[src/rtl/tod_pkg.sv]
package tod_pkg;

    typedef enum logic [1:0] {
        OP_ADD_SUB = 2'b00,
        OP_SUB_SUB = 2'b01,
        OP_SUB_ADD = 2'b10,
        OP_ALIAS   = 2'b11
    } tod_op_e;

    typedef struct packed {
        logic c_msb;
        logic c_out;
    } carry_pair_t;

    // Wrap count of one stage in units of 2**W: +1 means the stored value
    // is 2**W below the exact value, -1 means it is 2**W above.
    function automatic logic signed [2:0] stage_err(input logic sgn,
                                                   input logic sub,
                                                   input carry_pair_t c);
        logic signed [2:0] e;
        e = 3'sd0;
        if (sgn) begin
            if (c.c_msb && !c.c_out)      e = 3'sd1;
            else if (!c.c_msb && c.c_out) e = -3'sd1;
        end else if (sub) begin
            if (!c.c_out) e = -3'sd1;
        end else begin
            if (c.c_out) e = 3'sd1;
        end
        return e;
    endfunction

endpackage

[src/rtl/tod_stage.sv]
module tod_stage #(
    parameter int W = 4
) (
    input  logic [W-1:0]         a,
    input  logic [W-1:0]         b,
    input  logic                 sub,
    output logic [W-1:0]         sum,
    output tod_pkg::carry_pair_t carries
);
    logic [W-1:0] b_eff;
    logic [W-1:0] low_part;
    logic [W:0]   full_part;

    assign b_eff     = sub ? ~b : b;
    assign low_part  = {1'b0, a[W-2:0]} + {1'b0, b_eff[W-2:0]} + {{(W-1){1'b0}}, sub};
    assign full_part = {1'b0, a} + {1'b0, b_eff} + {{W{1'b0}}, sub};

    assign sum           = full_part[W-1:0];
    assign carries.c_msb = low_part[W-1];
    assign carries.c_out = full_part[W];
endmodule

[src/rtl/tod_judge.sv]
module tod_judge (
    input  logic                 sgn,
    input  logic                 s1_sub,
    input  logic                 s1_negated,
    input  tod_pkg::carry_pair_t c1,
    input  tod_pkg::carry_pair_t c2,
    output logic                 ovf
);
    import tod_pkg::*;

    logic signed [2:0] e1;
    logic signed [2:0] e2;
    logic signed [2:0] net;

    always_comb begin
        e1  = stage_err(sgn, s1_sub, c1);
        e2  = stage_err(sgn, 1'b1, c2);
        net = s1_negated ? (e2 - e1) : (e2 + e1);
        ovf = (net != 3'sd0);
    end
endmodule

[src/rtl/tod_core.sv]
module tod_core #(
    parameter int W = 4
) (
    input  logic         clk,
    input  logic         rst,
    input  logic [W-1:0] x,
    input  logic [W-1:0] y,
    input  logic [W-1:0] z,
    input  logic [1:0]   op,
    input  logic         signed_mode,
    output logic [W-1:0] r,
    output logic         s1_cmsb,
    output logic         s1_cout,
    output logic         s2_cmsb,
    output logic         s2_cout,
    output logic         ovf
);
    import tod_pkg::*;

    tod_op_e     op_e;
    logic [W-1:0] s1_a, s1_b, s1_sum;
    logic [W-1:0] s2_a, s2_b, s2_sum;
    logic        s1_sub, s1_negated;
    carry_pair_t c1, c2;
    logic        ovf_c;

    assign op_e = tod_op_e'(op);

    always_comb begin
        s1_a       = x;
        s1_b       = y;
        s1_sub     = 1'b0;
        s1_negated = 1'b0;
        s2_a       = s1_sum;
        s2_b       = z;
        case (op_e)
            OP_SUB_SUB: s1_sub = 1'b1;
            OP_SUB_ADD: begin
                s1_a       = y;
                s1_b       = z;
                s1_negated = 1'b1;
                s2_a       = x;
                s2_b       = s1_sum;
            end
            default: ;
        endcase
    end

    tod_stage #(.W(W)) stage1_i (
        .a(s1_a), .b(s1_b), .sub(s1_sub), .sum(s1_sum), .carries(c1)
    );

    tod_stage #(.W(W)) stage2_i (
        .a(s2_a), .b(s2_b), .sub(1'b1), .sum(s2_sum), .carries(c2)
    );

    tod_judge judge_i (
        .sgn(signed_mode), .s1_sub(s1_sub), .s1_negated(s1_negated),
        .c1(c1), .c2(c2), .ovf(ovf_c)
    );

    always_ff @(posedge clk) begin
        if (rst) begin
            r       <= '0;
            s1_cmsb <= 1'b0;
            s1_cout <= 1'b0;
            s2_cmsb <= 1'b0;
            s2_cout <= 1'b0;
            ovf     <= 1'b0;
        end else begin
            r       <= s2_sum;
            s1_cmsb <= c1.c_msb;
            s1_cout <= c1.c_out;
            s2_cmsb <= c2.c_msb;
            s2_cout <= c2.c_out;
            ovf     <= ovf_c;
        end
    end
endmodule

[config.mk]
export PLATFORM = sky130hd
export DESIGN_NAME = tod_core
export DESIGN_NICKNAME = d
export VERILOG_FILES = /design/src/rtl/tod_pkg.sv /design/src/rtl/tod_stage.sv /design/src/rtl/tod_judge.sv /design/src/rtl/tod_core.sv
export SDC_FILE = /design/constraint.sdc
export NUM_CORES = 1
export LEC_CHECK = 0
export BUFFER_PORTS_ARGS = -buffer_cell sky130_fd_sc_hd__buf_2
export CORE_UTILIZATION = 45
export CTS_BUF_LIST = sky130_fd_sc_hd__clkbuf_8
export DETAILED_ROUTE_END_ITERATION = 8
export PLACE_DENSITY = 0.68
export SYNTH_ARGS = -nofsm -noshare
export SYNTH_HDL_FRONTEND = slang
export SYNTH_SLANG_ARGS = --single-unit
[constraint.sdc]
create_clock -name clk -period 9.16 [get_ports clk]
set_input_delay 1.832 -clock clk [delete_from_list [all_inputs] [get_ports clk]]
set_output_delay 1.832 -clock clk [all_outputs]
set_load 0.01 [all_outputs]
After elaboration in Yosys (flattened, before gate mapping)
Index checks and enable logic that the tools add are counted.
W data, S select, Z words.

word-level totals
  register bits = 9
  input port bits = 17
  output and inout bits = 9
  word-level logic and storage cells = 47

operators by class
  $add $sub $neg = 10
  eq/ne operators = 2
  mux-type cells = 18
  bitwise gates (word level) = 2
  reductions and logical operators = 9

operators by type and width
  cell                   count
  $mux W3                10
  $mux W4                5
  $add A4 B4 Y5          2
  $add A3 B3 Y4          2
  $not A4 Y4             2
  $add A5 B1 Y5          1
  $add A5 B1 Y5 const B  1
  $add A4 B1 Y4          1
  $add A4 B1 Y4 const B  1
  $logic_and A1 B1 Y1    4
  $logic_not A1 Y1       4
  $add A3 B3 Y3          1
  $mux W1                3
  $reduce_bool A3 Y1     1
  $sub A3 B3 Y3          1
  $eq A2 B1 Y1 const B   1
  $eq A2 B2 Y1 const B   1

Depth between registers and ports, before layout
  word-level depth = 18
  mapped depth = 22
  depth with buffers taken out = 22

Hierarchy
A second synthesis with hierarchy kept.

second synthesis, totals
  cells, all modules = 111
  area total of the unflattened synthesis = 1,103.6 sq um

by module, submodules not included
  module     times used  cells each  area an instance (sq um)  sequential area each (sq um)
  tod_core   1           39          508.0                     180.2
  tod_stage  2           20          166.4                     0.0
  tod_judge  1           32          262.8                     0.0

Worst setup path after synthesis
No wires, ideal clock.

  path type = input to register
  from = input op[1]
  to = register ovf
  data arrival time = 5,454 ps
  setup slack = 3,575 ps
  stages = 22
  buffers on the path = 1
  cell sequence = nor2b_1 > buf_4 > or2_1 > nor2_1 > a211oi_1 > ha_1 > nand2_1 > o41a_4 > xnor2_2 > mux2_1 > ha_1 > o21ai_0 > nand2_1 > ha_1 > and2_1 > a31oi_1 > inv_1 > ha_1 > nor2b_1 > xnor2_1 > xnor2_1 > a31oi_1

RTL lines
  item                  line            text
  start, declared       tod_core.sv:9   input logic [1:0] op,
  end signal, assigned  tod_core.sv:76  ovf <= ovf_c;
  end, declared         tod_core.sv:16  output logic ovf

==> run_results.csv <==
group,metric,value,unit
run_status,run_status,"finished clean",
synth,syn_nets,149,
placed_design,hpwlAfterDp,1.55,mm
placed_design,routability_congestion,0.782,
routing,drt_first_iter_violations,15,
routing,detail-route-antenna-nets,0,
synth,netlist.area_leader.share,19.6,%
routing,wl_per_cell,10.9,µm
finish,fin_nets,175,
worst_setup_path,timing_worst_setup_path_type,"input port to register",
finish,layout_commonest_cell,"sky130_fd_sc_hd__buf_2",
worst_hold_path,hold_class,"input port to register",
pwr,max-vdd-ir-drop,0.137,mV
synth,synth_warnings,0,
cts,cts_hold_repair.buffers,0,
synth,synth-edff-count,0,
placed_design,io_buffers,25,
global_route,overall_global_routing_usage,20.1,%
sta,finalWorstPathRequiredPeriod,6110,ps
routing,detailedRoute.firstPassIterationCount,4,
sta,rsz0062_at_grt,"no",
worst_setup_path,crit_path_top_delay_cell,"sky130_fd_sc_hd__nor2b_1",
finish,fillCellCount,173,
sta,drv_slew,0,
sta,hold_viol,0,
finish,most-common-layout-cells,"25 x sky130_fd_sc_hd__buf_2, 18 x sky130_fd_sc_hd__nand2_1, 13 x sky130_fd_sc_hd__nor2_1, 13 x sky130_fd_sc_hd__inv_1, 13 x sky130_fd_sc_hd__ha_1",
synth,synth_cell_type_count,30,
cts,number_of_h_tree_levels,1,
cts,clock_tree.buffer_depth,2,
floorplan,die_area,2230,µm²
worst_setup_path,critical_path_required,9280,ps
worst_setup_path,worst_path_largest_cell_delay,650,ps
cts,cts.root.buffer_cell,"sky130_fd_sc_hd__clkbuf_8",
routing,wl,1.82,mm
global_route,grt_antenna_before_repair,0,
cts,numCtsBuffers,3,
floorplan,fp-row-count,15,
cts,clock-sinks,9,
worst_setup_path,crit_chain,"buf_2 > nor2b_1 > or2_1 > nor2_1 > a211oi_1 > ha_1 > nand2_1 > o41a_4 > xnor2_2 > mux2_1 > ha_1 > o21ai_0 > nand2_1 > ha_1 > and2_1 > a31oi_1 > inv_1 > ha_1 > nor2b_1 > xnor2_1 > xnor2_1 > a31oi_1",
routing,num_vias,826,
synth,synth.top_cells.by_area,"sky130_fd_sc_hd__dfxtp_1 20%, sky130_fd_sc_hd__ha_1 18%, sky130_fd_sc_hd__nand2_1 7.3%",
floorplan,floorplan.io_pins,26,
synth,async_reset_ff_share,0,%
worst_setup_path,timing.critical_path.to_type,"register",
sta,timing.hold.ws,1880,ps
floorplan,die_height,47.2,µm
sta,finalCritPeriodShare,66.7,%
worst_setup_path,arrival,6230,ps
pwr,power_density,194,nW/µm²
finish,antenna-diode-count,0,
cts,cts_setup_buffers,0,
cts,tritoncts_clock_tree,"built",
synth,ys_seq_elements,9,
routing,detail_route.drc_violations,0,
sta,setup_viol,0,
floorplan,die_w,47.2,µm
synth,syn-mean-instance-area,7.86,µm²
pwr,total_leakage_power,0.596,nW
synth,synth_cells,117,
synth,synth-main-ff-cell,"sky130_fd_sc_hd__dfxtp_1",
cts,clk_pin_slew_worst_paths,40,ps
job,number_of_maximum_capacitance_constraint_violations,0,
sta,maxClockFrequency,164,MHz
cts,post_cts_resized,0,
floorplan,core_area,1820,µm²
sta,final.setup.tns,0,ps
finish,layout_area_growth_over_synthesis,19.9,%
sta,timing.slew.headroom,46.2,%
worst_setup_path,cpMostUsedCell,"sky130_fd_sc_hd__ha_1",
synth,synth_seq_area_share,19.6,%
synth,synthesis.area,920,µm²
synth,post-synth-top-area-cell,"sky130_fd_sc_hd__dfxtp_1",
routing,route.detailed.vias_per_inst,4.95,
global_route,grt_overflow_total,0,
worst_setup_path,critPathLaunchType,"input port",
worst_setup_path,worstPathMaxFanout,11,
sta,tightest_slew,805,ps
finish,post_route_cells_drive_above_1_share,23.9,%
global_route,grt_pass1_wl,3.12,mm
floorplan,start_util,50.5,%
global_route,grt_max_degree,16,
global_route,via_count_of_the_first_global_routing_pass,777,
[state kept, by name, summed over array words and instances (netlist names)]
signal / cells
s1_cout: 1
s1_cmsb: 1
r: 4
ovf: 1
s2_cmsb: 1
s2_cout: 1
[synth_stat cells (2+ instances only)]
master and count:
sky130_fd_sc_hd__nand2_1 18, sky130_fd_sc_hd__ha_1 13, sky130_fd_sc_hd__nor2_1 13, sky130_fd_sc_hd__inv_1 12, sky130_fd_sc_hd__dfxtp_1 9, sky130_fd_sc_hd__a21oi_1 8
sky130_fd_sc_hd__mux2i_1 5, sky130_fd_sc_hd__nor2b_1 4, sky130_fd_sc_hd__o21ai_0 4, sky130_fd_sc_hd__clkbuf_1 3, sky130_fd_sc_hd__xnor2_1 3, sky130_fd_sc_hd__xor2_1 3
sky130_fd_sc_hd__a21o_1 2, sky130_fd_sc_hd__a31oi_1 2, sky130_fd_sc_hd__fa_1 2, sky130_fd_sc_hd__nor3b_2 2
[final timing paths]
check / from / end / slack [ps] / cells after the start
worst max-delay path: op[1] / ovf / 3050 / 22
worst min-delay path: rst / r[0] / 1880 / 2
[logic make-up (layout without fill, tap and decap cells)]
kind of cell | count (synthesis) | in the layout | share of synthesized area, %
buf+inv | 16 | 41 | 6.94
compound gates | 20 | 20 | 14.3
simple gates | 44 | 44 | 23.0
fa+ha+maj | 15 | 15 | 22.0
xor+xnor | 7 | 7 | 7.48
mux | 6 | 6 | 6.67
flops | 9 | 9 | 19.6
[layout make-up]
| type | instances | area [µm²] | area share [%] |
|---|---|---|---|
| clock buffer | 3 | 41.3 | 3.75 |
| tap | 25 | 31.3 | 2.84 |
| clock inverter | 1 | 3.75 | 0.341 |
| multi-input combinational | 92 | 676 | 61.3 |
| timing repair buffer | 25 | 125 | 11.4 |
| sequential | 9 | 180 | 16.3 |
| inverter | 12 | 45.0 | 4.09 |
[where the power goes]
group	switching, mW	internal, mW
sequential	0.00236	0.0497
clock	0.0151	0.0291
combinational	0.0631	0.0541
total	0.0805	0.133
[worst max-delay path: cells and delay by family]
family | cells | cell delay [ps]
multiplexers | 1 | 300
AO/OA/AOI/OAI | 5 | 1080
buffers and inverters | 2 | 190
XOR/XNOR | 3 | 430
AND/OR/NAND/NOR | 7 | 1400
adder cells (fa/ha/maj) | 4 | 960
[metrics by stage]
| stage | worst slack, ps | utilization, % | std cells | power [mW] | instance area (µm²) |
|---|---|---|---|---|---|
| 6_report | 3050 | 60.5 | 167 | 0.213 | 1100 |
| 5_1_grt | 2610 | 60.5 | 167 | 0.239 | 1100 |
| 4_1_cts | 3010 | 60.5 | 167 | 0.217 | 1100 |
| 3_5_place_dp | 2780 | 58.1 | 163 | 0.171 | 1060 |
| 3_3_place_gp | 2990 | 58.1 | 163 | 0.166 | 1060 |
| 2_1_floorplan | 3570 | - | 117 | 0.140 | 920 |
[routing by layer]
layer / vias to the layer above / GRT usage [%] / share of wire, %
met2: 19 / 36.7 / 50
li1: 439 / - / -
met4: 0 / 1.71 / 0
met3: 0 / 5.77 / 3.3
met1: 368 / 24.1 / 47
met5: - / 0 / 0
Power figures use the tool's default switching activity.
